--- src/rtl/irq_mask_reg.sv ---
module irq_mask_reg #(
  parameter int N_SRC  = 64,
  parameter int AW     = 8,
  parameter int DW     = 32,
  parameter logic [AW-1:0] OFS_HI  = 8'h08,
  parameter logic [AW-1:0] OFS_LO  = 8'h0C,
  parameter logic [AW-1:0] OFS_SET = 8'h1C,
  parameter logic [AW-1:0] OFS_CLR = 8'h1D
) (
  input  logic             clk,
  input  logic             rst_n,
  input  logic             wr_en,
  input  logic [AW-1:0]    addr,
  input  logic [DW-1:0]    wdata,
  output logic [DW-1:0]    rdata,
  input  logic [N_SRC-1:0] irq_pend,
  output logic [N_SRC-1:0] irq_masked,
  output logic             irq_req,
  output logic             wr_err
);
  localparam int IW      = $clog2(N_SRC);
  localparam int ALL_BIT = IW;

  logic [N_SRC-1:0] mask_q, mask_d, onehot;
  logic hit_hi, hit_lo, hit_set, hit_clr, hit_any;

  assign hit_hi  = addr == OFS_HI;
  assign hit_lo  = addr == OFS_LO;
  assign hit_set = addr == OFS_SET;
  assign hit_clr = addr == OFS_CLR;
  assign hit_any = hit_hi | hit_lo | hit_set | hit_clr;

  assign onehot = {{(N_SRC-1){1'b0}}, 1'b1} << wdata[IW-1:0];

  always_comb begin
    mask_d = mask_q;
    if (wr_en) begin
      if (hit_lo)
        mask_d[DW-1:0] = wdata;
      else if (hit_hi)
        mask_d[N_SRC-1:DW] = wdata;
      else if (hit_set)
        mask_d = wdata[ALL_BIT] ? {N_SRC{1'b1}} : (mask_q | onehot);
      else if (hit_clr)
        mask_d = wdata[ALL_BIT] ? {N_SRC{1'b0}} : (mask_q & ~onehot);
    end
  end

  always_ff @(posedge clk) begin
    if (!rst_n) begin
      mask_q     <= {N_SRC{1'b1}};
      irq_masked <= '0;
      irq_req    <= 1'b0;
      wr_err     <= 1'b0;
    end else begin
      mask_q     <= mask_d;
      irq_masked <= irq_pend & ~mask_q;
      irq_req    <= |(irq_pend & ~mask_q);
      wr_err     <= wr_en & ~hit_any;
    end
  end

  assign rdata = hit_lo ? mask_q[DW-1:0] :
                 hit_hi ? mask_q[N_SRC-1:DW] : '0;
endmodule


--- config.mk ---
export PLATFORM = sky130hd
export DESIGN_NAME = irq_mask_reg
export DESIGN_NICKNAME = d
export VERILOG_FILES = /design/src/rtl/irq_mask_reg.sv
export SDC_FILE = /design/constraint.sdc
export NUM_CORES = 1
export LEC_CHECK = 0
export ABC_AREA = 0
export BUFFER_PORTS_ARGS = -buffer_cell sky130_fd_sc_hd__buf_2
export CORE_UTILIZATION = 35
export DETAILED_ROUTE_END_ITERATION = 8
export PLACE_DENSITY = 0.55
export SLEW_MARGIN = 30
export SYNTH_ARGS = -nofsm -noshare
export SYNTH_HDL_FRONTEND = slang
export SYNTH_SLANG_ARGS = --single-unit
--- constraint.sdc ---
create_clock -name clk -period 4.8 [get_ports clk]
set_clock_uncertainty 0.05 [all_clocks]
set_input_delay 0.72 -clock clk [delete_from_list [all_inputs] [get_ports clk]]
set_output_delay 0.72 -clock clk [all_outputs]
set_load 0.03 [all_outputs]
## After elaboration in Yosys (flattened, before gate mapping)

Cells that the tools add are included.

- Flip-flop bits (word level): 130
- Output and inout port bits: 98

- Shift-type cells: 1
- Reduce and logical (&&, ||, !) cells: 5
- Bitwise gates (word level): 11
- Multiplexer cells: 9
- Equal/unequal tests: 5

Operators with widths:

| operator | number |
|---|---|
| $mux W64 | 4 |
| $mux W32 | 5 |
| $and A64 B64 Y64 | 2 |
| $not A64 Y64 | 2 |
| $or A64 B64 Y64 | 1 |
| $reduce_or A64 Y1 | 1 |
| $shl A1 B6 Y64 const A | 1 |
| $eq A8 B4 Y1 const B | 2 |
| $eq A8 B5 Y1 const B | 2 |
| $reduce_and A3 Y1 | 2 |
| $reduce_bool A3 Y1 | 2 |
| $or A1 B1 Y1 | 3 |
| $ne A2 B1 Y1 const B | 1 |
| $not A1 Y1 | 2 |
| $and A1 B1 Y1 | 1 |

## Depth between registers and ports, before layout

Gate-level depths: netlist (run 1).

- Depth in word-level cells: 8
- Depth in mapped cells: 8
- Depth with buffers taken out: 4

## Worst setup path after synthesis (run 1)

No wires, ideal clock.

- Kind: input port to output port
- Start: input addr[0]
- End: output rdata[1]
- Path buffers: 4
- Slack: 1,658 ps
- Arrival: 2,372 ps
- Stages: 8
- Cell sequence: buf_2 -> nor4_2 -> and2_1 -> clkbuf_1 -> buf_2 -> buf_2 -> nand2_1 -> o21ai_1

- Word-level cells in the longest chain between the ends: 3
- Elaborated cells between the ends (all ways): 4
- Classes of those cells: 2 x eq/ne; 2 x mux

Ends and longest elaborated chain:

| item | line | source |
|---|---|---|
| start, declared | 13 | `input logic [AW-1:0] addr,` |
| $eq A8 B4 Y1 | 27 | `assign hit_hi = addr == OFS_HI;` |
| $mux W32 | 64 | `hit_hi ? mask_q[N_SRC-1:DW] : '0;` |
| $mux W32 (*) | 63 | `assign rdata = hit_lo ? mask_q[DW-1:0] :` |
| end, declared | 15 | `output logic [DW-1:0] rdata,` |

Every way passes the cells marked *; elsewhere a longest branch is shown, timed or not.

## Worst setup path in the final report (run 1)

- Start: input addr[5]
- End: output rdata[16]

The elaborated chain is that of the path after synthesis.

==> key figures, run 1 <==
Floorplan
  – Core ar.: around 19000 sq um
  – Boundary pin count: 205
  – Die width: 141 um
  – # rows: 50
  – Initial Utilization: 36.0%
  – Die area: 20000 sq um
  – Chip Height: 141 um

Synthesis
  – Sequential-to-total area share from yosys stat: between 30% and 40%
  – Most used DFF post-synth: dfxtp_1
  – Synthesized area per cell: 8.47 sq um
  – Mapped cell area: between 6000 and 7000 sq um
  – Synth Instances: about 800
  – Synth Warn #: 0
  – Post-synth EDFFs: 0
  – Yosys cell types: 53
  – Post-synth ARST share: 0%
  – Syn Nets: 911
  – Synth Register Bits: 130

Global route
  – Initial antenna violation count: 2
  – Overall Global Routing Usage: approximately a quarter
  – First-pass GRT wire length: 38600 um
  – Largest net degree at the start of global routing: 90
  – Vias in the first global route: between 6000 and 7000
  – GRT overflow: 0

Final layout
  – Most frequent cells in the layout: buf_2 (203), dfxtp_1 (130), a21oi_1 (82)
  – Register area: 2600 sq um
  – Synthesis-to-finish area growth: 26.8%
  – Post-route cell area: 8630 sq um
  – Area occupied by multi-input gates: 3870 sq um
  – Non-filler cells, final: 1245
  – Commonest non-fill, non-tap cell in the layout: buf_2
  – Final net count: about 1100
  – Fraction of layout cells with a size suffix above 1: a little under a third
  – FILL cells: 1932
  – Core Util, Final: approximately 46%

Drt
  – Starting DRC count in detailed routing: roughly 630
  – TritonRoute pass-1 iters: 5
  – DR DRC count: 0
  – Total wire length: 26000 um
  – Total vias in the final route: around 7100
  – Post-route ant nets: 0
  – DR vias/cell: 5.67
  – Wire per inst: 20.9 um

Power
  – Leak: a little over 4 nW
  – Max VDD drop: 0.239 mV
  – Pwr dens: 305 nW/um^2

Placement
  – Pre-CTS setup slack: ~1200 ps
  – Port bufs: about 200
  – Post-detail-place hpwl: 18900 um
  – Dpl cell area: 8030 sq um
  – Placer Congestion: roughly 0.85
  – DP Cell Count: 1211

Setup path
  – Reg2reg path depth: 4
  – Crit path max fanout: 24
  – WP data required: 4030 ps
  – R2R Path Start: mask_q[0]
  – Crit Path Class: in2out
  – Crit path from: addr[5]
  – Crit path capture type: output port
  – Startpoint Class: primary input
  – WP data arrival: roughly 2800 ps
  – Reg-to-reg endpoint: irq_req
  – R2R setup slack: around 2600 ps
  – Crit path to: rdata[16]

Timing
  – Endpoints failing hold: 0
  – Slew Limit Fails: 0
  – Final TNS setup: 0 ps
  – Worst-Margin Slew: 929 ps
  – Final critical-path share of the clock period: 75.2%
  – Relative slew margins: 37.2%
  – Final worst slack: 1190 ps
  – Minimum clock period after layout: 3610 ps
  – RSZ-0062 raised after global routing: false
  – F_max: between 200 and 300 MHz
  – Setup violators final: 0

Clock network
  – Later-pin clock latency in the skew report: 430 ps
  – CTS Buffer Depth: 2
  – CTS root buffer: clkbuf_16
  – Post-CTS resize count: 0
  – Post-CTS setup buffer count: 0
  – Clock transition at path regs: 60 ps
  – CTS tree: done
  – CTS H-tree depth: 4
  – CTS Buf Count: 17
  – Clock sink count: 130
  – Hold buffer count at CTS: 0

Min path
  – Hold Path Class: reg2reg
  – Hold path start: mask_q[23]

Outcome
  – Status: complete, no violations

Flow run
  – Maxcap violations: 0
synthesized netlist by cell type (2+ instances only):
library cell,n,area (sq um)
o211ai_2,10,125
a2111oi_0,9,78.8
nand4_1,8,50.1
and4_1,2,17.5
o22ai_1,44,275
o2111ai_1,3,26.3
o21ai_1,33,165
buf_1,4,15.0
o221ai_1,2,17.5
nor2_1,13,48.8
dfxtp_1,130,2600
and3_1,16,100
a22o_1,16,140
nor4_1,8,50.1
mux2_2,21,236
o311ai_1,31,272
nor2b_1,59,369
a211o_1,4,35.0
and2_1,66,413
clkbuf_1,56,210
a2bb2oi_1,4,35.0
nand2b_1,4,25.0
nor4b_2,2,30.0
o211ai_1,2,15.0
a31oi_1,6,37.5
nor3b_1,20,150
inv_1,22,82.6
o21ai_0,6,30.0
and4b_1,4,40.0
a21oi_1,82,410
a32oi_1,13,114
a21o_1,2,15.0
and4bb_1,3,37.5
nor4b_1,3,26.3
nor4bb_1,5,50.1
nand2_1,62,233
buf_2,13,65.1
metrics by stage:
step | hold slack [ps] | total power, mW
global placement | 411 | 1.33
floorplan | 397 | 1.24
global route | 468 | 2.71
CTS | 428 | 2.65
finish | 424 | 2.63
detailed placement | 414 | 1.33
sequential cells by signal (all words and copies together) (netlist names):
register and count:
mask_q 64, irq_req 1, irq_masked 64, wr_err 1
power by group:
part / switching (mW) / leakage [nW] / internal [mW] / total (mW)
clock: 0.532 / 0.288 / 0.784 / 1.32
sequential: 0.00447 / 1.05 / 1.08 / 1.09
combinational: 0.138 / 2.75 / 0.0895 / 0.227
worst min path at each step:
stage                       to  slack (ps)  depth (start not counted)
detailed placement  mask_q[23]         410                          2
finish              mask_q[23]         420                          2
CTS                 mask_q[23]         430                          2
global route         mask_q[9]         470                          2
floorplan            mask_q[2]         400                          2
global placement    mask_q[23]         410                          2
metal layers:
layer | wire length [um] | part of all wire (%) | global-route usage (%)
met1 | 11700 | 45 | 35.7
met2 | 11300 | 44 | 39.3
met3 | 2440 | 9.4 | 5.84
met4 | 489 | 1.9 | 8.32
met5 | 0 | 0 | 0
critical path: stages:
cell and delay, ps:
buf_2 130, and4bb_1 660, and2_2 600, buf_4 290
nand2_1 80, o21ai_1 110, buf_2 250
kinds of logic (layout without fill, tap and decap cells):
kind of cell              after synthesis  count (layout)  share of synthesized area, %
AOI/OAI and AO/OA                     270             270                          26.8
xor gates and xnor gates                1               1                         0.129
buffers and inverters                  96             275                          5.64
DFF                                   130             130                          38.2
muxes                                  22              22                          3.62
other                                   0               2                             0
and+or+nand+nor                       285             285                          25.6
cell type report:
cell class              instances  share of cell area, %
well taps                     260                   3.77
clock inverters                14                   1.75
multi-input cells             578                   44.9
inverters                      22                  0.957
repair buffers                221                   13.3
flip-flops and latches        130                   30.2
clock buffers                  18                   5.09
diodes                          2                 0.0580
Power figures use the tool's default switching activity.
==> run 2: changes to the inputs <==
PLACE_DENSITY = 0.57   (was 0.55)
clock period = 3.1 ns   (was 4.8 ns; I/O delays follow)
==> key figures, run 2 (same netlist as run 1, synthesis figures left out) <==
Timing
  – Slew Limit Fails: 0
  – F_max: 391 MHz
  – Final TNS setup: 0 ps
  – Endpoints failing hold: 0
  – Worst-Margin Slew: around 920 ps
  – Relative slew margins: 38.3%
  – Final critical-path share of the clock period: 82.4%
  – Minimum clock period after layout: 2560 ps
  – RSZ-0062 raised after global routing: false
  – Setup violators final: 0

Clock network
  – CTS H-tree depth: 4
  – Post-CTS resize count: 0
  – CTS root buffer: clkbuf_16
  – Clock sink count: 130
  – Hold buffer count at CTS: 0
  – CTS Buf Count: 17
  – Post-CTS setup buffer count: 0
  – CTS Buffer Depth: 2
  – CTS tree: done
  – Later-pin clock latency in the skew report: 430 ps
  – Clock transition at path regs: 70 ps

Setup path
  – Crit path max fanout: 10
  – WP data arrival: 2040 ps
  – Startpoint Class: primary input
  – Crit Path Class: in2out
  – Crit path capture type: output port
  – WP data required: ~2600 ps

Global route
  – Largest net degree at the start of global routing: about 130
  – First-pass GRT wire length: 39800 um
  – GRT overflow: 0
  – Vias in the first global route: 6640
  – Initial antenna violation count: 1
  – Overall Global Routing Usage: 26.5%

Drt
  – Post-route ant nets: 0
  – Total wire length: 26400 um
  – DR DRC count: 0
  – TritonRoute pass-1 iters: 5
  – Starting DRC count in detailed routing: 697
  – DR vias/cell: between 5 and 6
  – Wire per inst: around 21 um
  – Total vias in the final route: 7086

Floorplan
  – # rows: 50
  – Die width: about 140 um
  – Die area: between 20000 and 25000 sq um
  – Chip Height: ~140 um
  – Core ar.: roughly 19000 sq um
  – Boundary pin count: 205
  – Initial Utilization: 36.0%

Min path
  – Hold Path Class: in2reg

Final layout
  – Synthesis-to-finish area growth: 28.7%
  – Non-filler cells, final: 1259
  – Commonest non-fill, non-tap cell in the layout: buf_2
  – Fraction of layout cells with a size suffix above 1: 31.1%
  – Most frequent cells in the layout: buf_2 (203), dfxtp_1 (130), a21oi_1 (82)
  – Final net count: 1092
  – Largest registers: irq_masked x64, mask_q x64

Flow run
  – Maxcap violations: 0

Power
  – Int Power: a little under 3 mW
  – Max VDD drop: around 0.34 mV
  – Pwr dens: between 400 and 500 nW/um^2
  – Clock share of power: 50.4%
  – P_sw: 1.14 mW
  – Reg power frac: 40.8%
  – Logic gate share of total power: under 10%
  – Leak: 4.17 nW
  – Sw Ratio: around 28%

Placement
  – Port bufs: between 200 and 250
  – DP Cell Count: 1226
  – Post-detail-place hpwl: 19100 um
  – Placer Congestion: 0.844

Outcome
  – Status: complete, no violations
## run 2: cell types whose count changed in the layout (fill, tap and decap cells not counted), moves of 2 or more
cell,change
nor4b_1,+2
buf_4,+13
inv_8,+7
nor4b_2,-2
clkinv_2,-3
buf_12,+2
## run 2: per-layer routing
layer	vias to the layer above	wire (um)	track usage [%]
met5	-	0	0
met2	356	11500	39.7
met4	0	438	8.09
li1	3348	-	-
met3	31	2540	6.95
met1	3351	11900	37.1
## run 2: critical path, stage by stage
cell and delay (ps):
buf_2 170, or4_1 600, nor2_1 170, buf_4 230, a22o_1 200, buf_2 210
## run 2: final timing paths
kind / start / endpoint / slack (ps) / cells past startpoint
max reg2reg: mask_q[0] / irq_req / 940 / 6
min: irq_pend[41] / irq_masked[41] / 230 / 2
max: addr[0] / rdata[15] / 540 / 6
min reg2reg: mask_q[2] / mask_q[2] / 440 / 2
## run 2: power groups by stage
| stage | clock network (mW) | registers (mW) | logic, mW |
|---|---|---|---|
| 4_1_cts | 2.12 | 1.68 | 0.353 |
| 5_1_grt | 2.18 | 1.68 | 0.386 |
| 6_report | 2.08 | 1.68 | 0.359 |
| 3_5_place_dp | 0 | 1.72 | 0.351 |
| 3_3_place_gp | 0 | 1.72 | 0.351 |
| 2_1_floorplan | 0 | 1.73 | 0.191 |
## run 2: layout make-up
cell class / instances / area (sq um)
inverters: 22 / 82.6
clock buffers: 17 / 425
fillers: 1912 / 10100
well taps: 260 / 325
diodes: 1 / 2.50
clock inverters: 15 / 176
repair buffers: 236 / 1290
flip-flops and latches: 130 / 2600
multi-input cells: 578 / 3850
## run 2: per-stage QoR
step	hold WS (ps)	instance area, sq um	power [mW]	util [%]	setup WS, ps
after detailed placement	419	8150	2.07	43.1	554
after global routing	214	8760	4.25	46.3	437
final	231	8760	4.12	46.4	545
after floorplan	397	6810	1.92	-	468
after CTS	208	8750	4.16	46.3	551
after global placement	411	8150	2.07	43.1	581
==> run 3: changes to the inputs <==
PLACE_DENSITY = 0.55   (was 0.57)
clock period = 2.6 ns   (was 3.1 ns; I/O delays follow)
==> key figures, run 3 (same netlist as run 1, synthesis figures left out) <==
Drt
  – Wire per inst: slightly above 20 um
  – DR vias/cell: 5.68
  – Post-route ant nets: 0
  – TritonRoute pass-1 iters: 5
  – Starting DRC count in detailed routing: approximately 760
  – Total wire length: 26400 um
  – Total vias in the final route: 7252
  – DR DRC count: 0

Timing
  – Final TNS setup: 0 ps
  – Min Hold Slack: 160 ps
  – RSZ-0062 raised after global routing: false
  – Worst-Margin Slew: 693 ps
  – Endpoints failing hold: 0
  – Minimum clock period after layout: 2380 ps
  – Final critical-path share of the clock period: 91.5%
  – F_max: ~420 MHz
  – Relative slew margins: a little over half
  – Slew Limit Fails: 0
  – Setup violators final: 0

Power
  – P_sw: around 1.2 mW
  – Logic gate share of total power: 8.8%
  – Leak: 4.25 nW
  – Max VDD drop: 0.427 mV
  – Int Power: around 3.7 mW
  – Final Power: 4.94 mW
  – Sw Ratio: 25.2%
  – Pwr dens: 556 nW/um^2
  – Clock share of power: 50.5%
  – Reg power frac: slightly above 40%

Clock network
  – CTS root buffer: clkbuf_16
  – Clock sink count: 130
  – Post-CTS setup buffer count: 0
  – Clock transition at path regs: approximately 60 ps
  – CTS H-tree depth: 4
  – Hold buffer count at CTS: 0
  – CTS Buffer Depth: 2
  – CTS tree: done
  – CTS Buf Count: 17
  – Later-pin clock latency in the skew report: around 430 ps
  – Post-CTS resize count: 0

Setup path
  – R2R Path Start: mask_q[0]
  – R2R setup slack: 490 ps
  – Crit path max fanout: 19
  – WP data arrival: 1940 ps
  – Crit Path Class: in2out
  – Reg-to-reg endpoint: irq_req
  – WP data required: about 2200 ps
  – Reg2reg path depth: 5
  – Startpoint Class: primary input
  – Crit path capture type: output port

Global route
  – Largest net degree at the start of global routing: 62
  – Overall Global Routing Usage: roughly a quarter
  – First-pass GRT wire length: 39600 um
  – Vias in the first global route: 6558
  – Initial antenna violation count: 4
  – GRT overflow: 0

Floorplan
  – Chip Height: 141 um
  – Die area: 20000 sq um
  – Core ar.: roughly 19000 sq um
  – # rows: 50
  – Die width: 141 um
  – Boundary pin count: 205
  – Initial Utilization: 36.0%

Min path
  – Hold path start: irq_pend[23]
  – Hold endpoint: irq_masked[23]
  – Hold Path Class: in2reg
  – Cell count of the worst hold path: 2

Final layout
  – Final net count: 1108
  – FILL cells: 1906
  – Core Util, Final: 47.0%
  – Area occupied by multi-input gates: 3850 sq um
  – Most frequent cells in the layout: buf_2 (203), dfxtp_1 (130), a21oi_1 (82)
  – Synthesis-to-finish area growth: 30.5%
  – Commonest non-fill, non-tap cell in the layout: buf_2
  – Fraction of layout cells with a size suffix above 1: 32.1%
  – Register area: approximately 2600 sq um
  – Post-route cell area: about 8900 sq um
  – Largest registers: irq_masked x64, mask_q x64

Outcome
  – Status: complete, no violations

Placement
  – Post-detail-place hpwl: 19400 um
  – Dpl cell area: 8270 sq um
  – Port bufs: ~200
  – Placer Congestion: 0.851

Flow run
  – Maxcap violations: 0
==> run 3: cell type report <==
cell class              count  area share [%]
diodes                      3          0.0845
clock buffers              17            4.79
clock inverters            15            2.06
inverters                  22           0.929
multi-input cells         578            43.3
flip-flops and latches    130            29.3
well taps                 260            3.66
repair buffers            252            15.9
==> run 3: per-layer routing <==
layer  global-route usage (%)  vias to the layer above  share of wire [%]
met1                     37.1                     3401                 45
met2                     39.4                      418                 43
met4                     8.32                        0                2.2
met5                        0                        -                  0
li1                         -                     3389                  -
met3                     6.45                       44                9.2
==> run 3: critical path: stages <==
cell,delay (ps)
buf_2,170
nor4_4,400
nand2_2,390
o22ai_1,340
buf_2,240
==> run 3: how the worst max path moves through the flow <==
stage	start	end	slack [ps]
floorplan	addr[0]	rdata[1]	120
global placement	addr[0]	rdata[6]	290
detailed placement	addr[0]	rdata[6]	260
CTS	addr[0]	rdata[6]	250
global route	addr[0]	rdata[30]	170
finish	addr[0]	rdata[6]	220
==> run 3: metrics by stage <==
stage               worst slack (ps)  instances
finish                           221       1277
CTS                              254       1274
floorplan                        118        804
global route                     171       1275
detailed placement               261       1242
global placement                 287       1242
==> run 3: power groups by stage <==
stage | Combinational (mW) | Sequential (mW) | Clock [mW]
floorplan | 0.228 | 2.06 | 0
global placement | 0.422 | 2.05 | 0
detailed placement | 0.423 | 2.05 | 0
CTS | 0.425 | 2.01 | 2.53
global route | 0.464 | 2.01 | 2.61
finish | 0.432 | 2.01 | 2.49
